===== src/rtl/qrd_pkg.sv =====
package qrd_pkg;
  // Position of a sample within the 4x-IF cycle; bit 0 selects I, bit 1 the sign.
  typedef enum logic [1:0] {
    PH_Q_POS = 2'd0,
    PH_I_POS = 2'd1,
    PH_Q_NEG = 2'd2,
    PH_I_NEG = 2'd3
  } phase_e;
endpackage


===== src/rtl/qrd_sequencer.sv =====
module qrd_sequencer
  import qrd_pkg::*;
#(
  parameter int LEN_W = 16
) (
  input  logic             clk,
  input  logic             rst,
  input  logic             smp_valid,
  input  logic [LEN_W-1:0] win_pairs,
  output phase_e           phase,
  output logic             dump
);
  localparam int CNT_W = LEN_W + 1;

  phase_e           phase_q;
  logic [LEN_W-1:0] pair_cnt_q;
  logic [LEN_W-1:0] eff_len;
  logic [CNT_W-1:0] pairs_now;

  assign eff_len   = (win_pairs == '0) ? LEN_W'(1) : win_pairs;
  assign pairs_now = CNT_W'(pair_cnt_q) + CNT_W'(1);
  assign phase     = phase_q;
  assign dump      = smp_valid && phase_q[0] && (pairs_now >= CNT_W'(eff_len));

  always_ff @(posedge clk) begin
    if (rst) begin
      phase_q    <= PH_Q_POS;
      pair_cnt_q <= '0;
    end else if (smp_valid) begin
      phase_q <= phase_e'(phase_q + 2'd1);
      if (phase_q[0]) begin
        pair_cnt_q <= dump ? '0 : pairs_now[LEN_W-1:0];
      end
    end
  end

  // index advances by one per accepted sample
  assert_phase_step_R1: assert property (@(posedge clk) disable iff (rst)
    smp_valid |=> phase_q == phase_e'($past(phase_q) + 2'd1));

  // idle cycles leave index and pair count untouched
  assert_idle_hold_R8: assert property (@(posedge clk) disable iff (rst)
    !smp_valid |=> ($stable(phase_q) && $stable(pair_cnt_q)));

  // a pair end that does not close the window increments the count
  assert_pair_count_R2: assert property (@(posedge clk) disable iff (rst)
    (smp_valid && phase_q[0] && !dump) |=> pair_cnt_q == $past(pair_cnt_q) + LEN_W'(1));

  // a dump restarts the pair count
  assert_window_restart_R4: assert property (@(posedge clk) disable iff (rst)
    dump |=> pair_cnt_q == '0);
endmodule


===== src/rtl/qrd_chan_acc.sv =====
module qrd_chan_acc
  import qrd_pkg::*;
#(
  parameter int SAMPLE_W = 12,
  parameter int ACC_W    = 29,
  parameter bit IS_I     = 1'b0
) (
  input  logic                       clk,
  input  logic                       rst,
  input  logic                       smp_valid,
  input  phase_e                     phase,
  input  logic signed [SAMPLE_W-1:0] sample,
  input  logic                       dump,
  output logic signed [ACC_W-1:0]    sum_now
);
  localparam int EXT_W = ACC_W - SAMPLE_W;

  logic signed [ACC_W-1:0] acc_q;
  logic signed [ACC_W-1:0] ext;
  logic signed [ACC_W-1:0] contrib;
  logic                    mine;

  assign mine    = smp_valid && (phase[0] == IS_I);
  assign ext     = {{EXT_W{sample[SAMPLE_W-1]}}, sample};
  assign contrib = !mine ? '0 : (phase[1] ? -ext : ext);
  assign sum_now = acc_q + contrib;

  always_ff @(posedge clk) begin
    if (rst) begin
      acc_q <= '0;
    end else if (smp_valid) begin
      acc_q <= dump ? '0 : sum_now;
    end
  end

  // adding same-signed terms never flips the sign of the sum
  assert_no_overflow_R3: assert property (@(posedge clk) disable iff (rst)
    (mine && (acc_q[ACC_W-1] == contrib[ACC_W-1])) |-> (sum_now[ACC_W-1] == acc_q[ACC_W-1]));

  // sum is zero right after a dump
  assert_clear_on_dump_R4: assert property (@(posedge clk) disable iff (rst)
    (smp_valid && dump) |=> acc_q == '0);

  // idle cycles leave the sum untouched
  assert_idle_acc_R8: assert property (@(posedge clk) disable iff (rst)
    !smp_valid |=> $stable(acc_q));
endmodule


===== src/rtl/qrd_lock_metric.sv =====
module qrd_lock_metric #(
  parameter int ACC_W = 29
) (
  input  logic signed [ACC_W-1:0] i_sum,
  input  logic signed [ACC_W-1:0] q_sum,
  output logic signed [ACC_W:0]   metric
);
  logic signed [ACC_W:0] i_ext;
  logic signed [ACC_W:0] q_ext;
  logic signed [ACC_W:0] i_mag;
  logic signed [ACC_W:0] q_mag;

  assign i_ext  = {i_sum[ACC_W-1], i_sum};
  assign q_ext  = {q_sum[ACC_W-1], q_sum};
  assign i_mag  = i_ext[ACC_W] ? -i_ext : i_ext;
  assign q_mag  = q_ext[ACC_W] ? -q_ext : q_ext;
  assign metric = i_mag - q_mag;
endmodule


===== src/rtl/qrate_carrier_demod.sv =====
module qrate_carrier_demod
  import qrd_pkg::*;
#(
  parameter int SAMPLE_W = 12,
  parameter int LEN_W    = 16,
  localparam int ACC_W   = SAMPLE_W + LEN_W + 1
) (
  input  logic                       clk,
  input  logic                       rst,
  input  logic                       smp_valid,
  input  logic signed [SAMPLE_W-1:0] smp_data,
  input  logic [LEN_W-1:0]           win_pairs,
  output logic                       out_valid,
  output logic signed [ACC_W-1:0]    i_out,
  output logic signed [ACC_W-1:0]    q_out,
  output logic signed [ACC_W:0]      lock_out
);
  phase_e                  phase;
  logic                    dump;
  logic signed [ACC_W-1:0] sums [2];
  logic signed [ACC_W:0]   metric;

  qrd_sequencer #(.LEN_W(LEN_W)) u_seq (
    .clk       (clk),
    .rst       (rst),
    .smp_valid (smp_valid),
    .win_pairs (win_pairs),
    .phase     (phase),
    .dump      (dump)
  );

  // Channel 0 carries Q (even index), channel 1 carries I (odd index)
  for (genvar ch = 0; ch < 2; ch++) begin : g_chan
    qrd_chan_acc #(
      .SAMPLE_W (SAMPLE_W),
      .ACC_W    (ACC_W),
      .IS_I     (ch == 1)
    ) u_acc (
      .clk       (clk),
      .rst       (rst),
      .smp_valid (smp_valid),
      .phase     (phase),
      .sample    (smp_data),
      .dump      (dump),
      .sum_now   (sums[ch])
    );
  end

  qrd_lock_metric #(.ACC_W(ACC_W)) u_lock (
    .i_sum  (sums[1]),
    .q_sum  (sums[0]),
    .metric (metric)
  );

  always_ff @(posedge clk) begin
    if (rst) begin
      out_valid <= 1'b0;
      i_out     <= '0;
      q_out     <= '0;
      lock_out  <= '0;
    end else begin
      out_valid <= dump;
      if (dump) begin
        i_out    <= sums[1];
        q_out    <= sums[0];
        lock_out <= metric;
      end
    end
  end

  // the strobe never lasts two cycles
  assert_single_pulse_R6: assert property (@(posedge clk) disable iff (rst)
    out_valid |=> !out_valid);

  // words hold when no dump occurred
  assert_hold_words_R6: assert property (@(posedge clk) disable iff (rst)
    !dump |=> ($stable(i_out) && $stable(q_out) && $stable(lock_out)));

  // lock metric agrees with the registered I and Q words
  assert_lock_metric_R5: assert property (@(posedge clk) disable iff (rst)
    out_valid |-> lock_out == (((i_out < 0) ? -(ACC_W+1)'(i_out) : (ACC_W+1)'(i_out))
                             - ((q_out < 0) ? -(ACC_W+1)'(q_out) : (ACC_W+1)'(q_out))));

  // reset clears the outputs
  assert_reset_clear_R7: assert property (@(posedge clk)
    rst |=> (!out_valid && i_out == '0 && q_out == '0 && lock_out == '0));
endmodule


===== config.mk =====
export PLATFORM = sky130hd
export DESIGN_NAME = qrate_carrier_demod
export DESIGN_NICKNAME = d
export VERILOG_FILES = /design/src/rtl/qrd_pkg.sv /design/src/rtl/qrd_sequencer.sv /design/src/rtl/qrd_chan_acc.sv /design/src/rtl/qrd_lock_metric.sv /design/src/rtl/qrate_carrier_demod.sv
export SDC_FILE = /design/constraint.sdc
export NUM_CORES = 1
export LEC_CHECK = 0
export BUFFER_PORTS_ARGS = -buffer_cell sky130_fd_sc_hd__buf_2
export CAP_MARGIN = 25
export CORE_ASPECT_RATIO = 1.1
export CORE_UTILIZATION = 45
export CTS_CLUSTER_DIAMETER = 150
export CTS_CLUSTER_SIZE = 8
export DETAILED_ROUTE_END_ITERATION = 8
export HOLD_SLACK_MARGIN = 0.06
export SETUP_SLACK_MARGIN = 0.15
export SYNTH_ARGS = -nofsm -noshare
export SYNTH_HDL_FRONTEND = slang
export SYNTH_SLANG_ARGS = --single-unit

===== constraint.sdc =====
create_clock -name clk -period 9.2 [get_ports clk]
set_clock_uncertainty 0.15 [all_clocks]
set_input_delay 0.92 -clock clk [delete_from_list [all_inputs] [get_ports clk]]
set_output_delay 0.92 -clock clk [all_outputs]
set_load 0.01 [all_outputs]

==> results of run 1 <==
-- how the worst max path moves through the flow --
stage                     depth (start not counted)      endpoint
final                                            28  lock_out[27]
after detailed placement                         28  lock_out[27]
after global routing                             28  lock_out[27]
after CTS                                        28  lock_out[27]
after global placement                           24  lock_out[27]
after floorplan                                  27  lock_out[27]
-- layout make-up --
type / instances / area, µm²
Tap cell: 368 / 460.4
Clock inverter: 15 / 182.7
Fill cell: 2911 / 14010
Inverter: 55 / 206.4
Timing Repair Buffer: 155 / 885.9
Sequential cell: 165 / 3303
Clock buffer: 17 / 425.4
Multi-Input combinational cell: 1477 / 9394
-- cell usage in the layout, fill, tap and decap left out, types with 9 or more instances in the layout --
cell type,Yosys,routed
nand2_1,264,264
a21oi_1,207,207
nor2_1,166,166
dfxtp_1,165,165
buf_2,6,119
ha_1,107,107
nand3_1,89,89
xnor2_1,78,78
xor2_1,69,69
inv_1,53,53
o21ai_0,53,53
nor3_1,44,44
a21o_1,41,40
buf_4,0,35
a211oi_1,33,33
or4_1,18,18
nand4_1,17,17
nor2b_1,17,17
clkbuf_16,0,17
and3_1,16,16
a31oi_1,16,16
o31ai_1,14,14
o211ai_1,14,14
o21a_1,12,12
a31o_2,11,11
nor4_1,10,10
or3_1,10,10
and2_1,10,10
or2_2,9,9
-- power groups by stage --
stage                     sequential, mW  clock (mW)  combinational, mW
after floorplan                    0.751           0              0.607
after global placement             0.755           0              0.836
after detailed placement           0.755           0              0.838
after CTS                          0.739       0.771              0.842
after global routing               0.741       0.801              0.925
final                              0.739       0.761              0.848
-- per-layer routing --
layer  up-vias  routed length, µm  GRT usage
met5         -                  0          0
met4         0                627    0.06654
met3        33               2306    0.03362
met2       347              19820     0.4631
met1      6232              19780     0.3778
li1       6607                  -          -
-- flip-flops by register name, indices dropped and copies added (netlist names) --
| name | count |
|---|---|
| lock_out | 30 |
| i_out | 29 |
| q_out | 29 |
| u_seq.phase | 2 |
| u_seq.pair_cnt_q | 16 |
| out_valid | 1 |
| g_chan.u_acc.acc_q | 58 |
-- kinds of logic after synthesis --
family	Yosys count
flops	165
fa+ha+maj	110
simple gates	703
compound gates	510
buf+inv	161
mux	6
xor+xnor	148
-- worst max-delay path, stage by stage --
cell and delay (ps):
buf_2 110, nor3_1 250, nand2b_1 100, nor2_1 250
nand2_1 130, o41ai_1 310, xor2_1 250, nor2_1 90
ha_1 520, nand4_1 180, nor4_1 510, nor3_1 170
o31ai_1 500, mux2i_1 280, and2_1 140, buf_4 240
o21ai_0 180, xnor2_1 230, ha_1 310, a21o_1 200
a31oi_1 250, nand2_1 130, or3_1 370, a31o_2 250
a2111o_1 420, a41oi_1 330, or4_1 160, nand3_1 60
==> results.yml, run 1 <==
outcome:
  status: "complete, but fails checks"
  violations: "DRC"
clock_tree:
  cts_htree_levels: 4
  postCtsHoldBufs: 0
  cts_buffers: 17
  clockBufferDepth: 2
  cts.reportedPaths.clkPinSlew_ps: 70
  cts_setup_buffers: 0
  cts_tree: "done"
  cts_root_buffer: "clkbuf_16"
  clk_latency_ps: 450
  cts_resized: 0
  clock-sinks: 165
route:
  drc_errors: 14
  wirelength_um: 42540
  vias_per_cell: 5.870
  drtPass1Iterations: 8
  drt_iter0_drc: 1160
  ant_nets: 0
  wl_per_cell_um: 18.89
  num_vias: 13220
synthesis:
  syn_area_per_cell_um2: 7.373
  async_reset_ff_frac: 0
  ys_types: 92
  synth_warnings: 0
  yosys.cell_count.top_type: "nand2_1"
  synth_xor_area_frac: 0.09807
  synth_fp_nets: 1944
  netlist_area_mm2: 0.01329
  ys_ff_latch: 165
  synth.area.top_cells: "dfxtp_1 (25%), ha_1 (10%), a21oi_1 (7.8%)"
  ys.flop_type: "dfxtp_1"
  muxShareOfSynthArea: 0.004612
  synth_top_cells_by_count: "nand2_1 (264), a21oi_1 (207), nor2_1 (166), dfxtp_1 (165), ha_1 (107)"
  ys_seq_area_frac: 0.2485
  synth_top_family_by_area: "compound AO/OA/AOI/OAI gates"
  yosys.area_share.simple: 0.2456
  synthAdderAreaFrac: 0.1052
  synth_edf_count: 0
  synth.largest_area_cell: "dfxtp_1"
  synthCells: 1803
  yosysTopAreaCellShare: 0.2485
  synth_compound_area_frac: 0.2520
floorplan:
  ios: 120
  floorplan.initialDensity: 0.4605
  rows: 65
  dieArea_mm2: 0.03023
  die_y_um: 182.3
  die_w_um: 165.9
  core_mm2: 0.02887
setup_path:
  cp.required_ps: 9390
  worstPathMaxFanout: 21
  critical_path.reg2reg.startpoint: "u_seq.phase[1]"
  cp.arrival_ps: 7860
  startpoint_type: "primary input"
  reg2reg_depth: 22
  cp-end-kind: "flop"
  r2r-end: "lock_out[27]"
  ff2ff_setup_slack_ps: 1810
  path_class: "in2reg"
  crit_path_start: "smp_data[3]"
sta:
  fin_crit_sh: 0.8341
  fin_ws_ps: 1526
  slew_headroom: 0.3370
  fin_crit_ps: 7674
  worst-slew-pin-transition_ps: 994.6
  tns_ps: 0
  slew_violations: 0
  rsz0062_at_grt: "no"
  setup_viol: 0
  fmax_ghz: 0.1303
  whs_ps: 297.8
  final_hold_viol_count: 0
cells_and_area:
  final_core_util: 0.5146
  final_layout_size_suffix_gt1_frac: 0.1263
  area_growth_pct: 11.76
  final_area_mm2: 0.01486
  final_nets: 2012
  instances_no_fill: 2252
  antenna_cells: 0
grt:
  grt_max_degree: 100
  grt_pass1_wl_um: 66250
  track_usage: 0.2767
  grt.overflow.total: 0
  grt_pass1_vias: 12090
  grt_antenna_before_repair: 0
hold_path:
  whs_path_depth: 2
  hp-start: "lock_out[18]"
  hold_class: "reg2reg"
  min_to: "lock_out[18]"
place:
  post-dp-hpwl_um: 31930
  port-buffer-count: 119
  place_area_mm2: 0.01422
  dp.cells: 2219
  gp_congestion: 0.9353
  preCtsSetupSlack_ps: 1141
power:
  fin_total_pwr_mw: 2.348
  swShare: 0.3896
  p_comb_frac: 0.361
  peakVddDrop_uv: 104.5
  power_switching_mw: 0.9146
  p_clk_frac: 0.324
  seqPwrFrac: 0.315
  leakage_nw: 6.337
  p_int_mw: 1.433
  power_density_mw_per_mm2: 158.0
run:
  drv_cap: 0
(Power assumes the default switching activity.)
==> run 2: changes to the inputs <==
==> constraint.sdc (replaced) <==
create_clock -name clk -period 7.3 [get_ports clk]
set_clock_uncertainty 0.15 [all_clocks]
set_input_delay 0.73 -clock clk [delete_from_list [all_inputs] [get_ports clk]]
set_output_delay 0.73 -clock clk [all_outputs]
set_load 0.01 [all_outputs]
==> run 2 against run 1 <==
The run still ends with DRC left. Power rose by 33%. Via count is 2.6% higher. Clock power grew 24%. Utilization rose by 3.1 points. Critical endpoint is now lock_out[29]. Largest power group unchanged. Highest routed layer unchanged.
==> results.yml, run 2 (synthesized netlist as in run 1, its figures left out) <==
grt:
  grt_pass1_vias: 12870
  grt_max_degree: 95
  grt.overflow.total: 0
  track_usage: 0.2883
  grt_pass1_wl_um: 69550
  grt_antenna_before_repair: 0
clock_tree:
  clockBufferDepth: 2
  clk_latency_ps: 450
  cts.reportedPaths.clkPinSlew_ps: 70
  clock-sinks: 165
  cts_htree_levels: 4
  cts_buffers: 17
  cts_tree: "done"
  cts_root_buffer: "clkbuf_16"
power:
  peakVddDrop_uv: 131.7
  power_switching_mw: 1.158
  p_clk_frac: 0.303
  p_int_mw: 1.969
  p_comb_frac: 0.399
  seqPwrFrac: 0.298
  fin_total_pwr_mw: 3.128
  swShare: 0.3703
  leakage_nw: 6.892
  power_density_mw_per_mm2: 198.4
cells_and_area:
  layout_commonest_cell: "nand2_1"
  final_layout_size_suffix_gt1_frac: 0.1802
  area_growth_pct: 18.59
  largest_reg_flops: 58
  final_core_util: 0.5460
  antenna_cells: 0
  final_cell_mix: "nand2_1 (264), a21oi_1 (205), nor2_1 (165), dfxtp_1 (165), buf_4 (141)"
  ff_latch_area_mm2: 0.003303
  reg.largest.list: "g_chan.u_acc.acc_q (58), lock_out (30)"
  multi_input_area_mm2: 0.009467
  final_area_mm2: 0.01577
  instances_no_fill: 2360
  top_register: "g_chan.u_acc.acc_q"
  final_nets: 2120
  n_fill_cell: 2867
outcome:
  status: "complete, but fails checks"
  violations: "DRC"
setup_path:
  path_class: "in2reg"
  startpoint_type: "primary input"
  cp.arrival_ps: 6940
  worstPathMaxFanout: 7
  cp.required_ps: 7510
  cp-end-kind: "flop"
  ff2ff_setup_slack_ps: 770
sta:
  fin_ws_ps: 572.8
  whs_ps: 297.0
  final_hold_viol_count: 0
  fmax_ghz: 0.1486
  tns_ps: 0
  fin_crit_sh: 0.9215
  worst-slew-pin-transition_ps: 1007
  setup_viol: 0
  slew_headroom: 0.3241
  slew_violations: 0
  rsz0062_at_grt: "yes"
  fin_crit_ps: 6727
floorplan:
  die_y_um: 182.3
  rows: 65
  ios: 120
  core_mm2: 0.02887
  die_w_um: 165.9
  dieArea_mm2: 0.03023
  floorplan.initialDensity: 0.4605
route:
  num_vias: 13570
  wirelength_um: 43500
  drc_errors: 14
  vias_per_cell: 5.750
  drt_iter0_drc: 1002
  ant_nets: 0
  drtPass1Iterations: 8
  wl_per_cell_um: 18.43
place:
  preCtsSetupSlack_ps: 114.3
  place_area_mm2: 0.01508
  post-dp-hpwl_um: 33620
  dp.cells: 2327
  gp_congestion: 0.9360
  port-buffer-count: 119
hold_path:
  hold_class: "reg2reg"
run:
  drv_cap: 0
==> run 2: final cells by class <==
class	instances	area share
inverter	55	0.01310
timing repair buffer	263	0.1096
sequential	165	0.2095
multi-input combinational	1477	0.6005
clock buffer	19	0.02873
tap	368	0.02921
clock inverter	13	0.009365
==> run 2: worst max-delay path, cell delays in order <==
cell,delay (ps)
buf_2,120
nor3_1,230
nand2b_1,100
nor2_1,170
buf_4,150
nand3_1,100
ha_1,320
a211oi_1,240
ha_1,270
and3_1,240
o211ai_1,160
o21ai_4,220
a21oi_2,60
or3b_4,460
or4_4,570
or4b_4,550
o41ai_2,270
xor2_1,310
ha_1,300
and3_1,210
nand2_1,100
nor3_1,80
a2111o_1,440
a41oi_1,290
nor2b_1,80
o22ai_1,170
==> run 2: metal layers <==
layer	track usage	vias to the layer above	wire length [µm]
met5	0	-	0
met4	0.1058	0	1204
met3	0.03860	64	2046
met2	0.4695	339	19820
met1	0.3886	6340	20420
li1	-	6826	-
==> run 2: repair_timing <==
| action | CTS | global route |
|---|---|---|
| endpoints found under the hold margin | 0 | 0 |
| setup endpoints to repair | 0 | 11 |
| buffers inserted | 0 | 0 |
| hold buffers | 0 | 0 |
| resized for setup | 0 | 12 |
==> run 2: power by group through the flow <==
stage | sequential [mW] | combinational [mW] | clock (mW)
floorplan | 0.947 | 0.765 | 0
global placement | 0.952 | 1.21 | 0
detailed placement | 0.952 | 1.21 | 0
CTS | 0.932 | 1.22 | 0.962
global route | 0.934 | 1.36 | 0.991
finish | 0.932 | 1.25 | 0.946
==> run 2: worst paths after layout <==
path,cells past startpoint,end,start
hold / removal,2,lock_out[14],lock_out[14]
setup / recovery,26,lock_out[29],smp_data[3]
hold reg to reg,2,lock_out[14],lock_out[14]
setup reg to reg,23,lock_out[29],u_seq.phase[1]
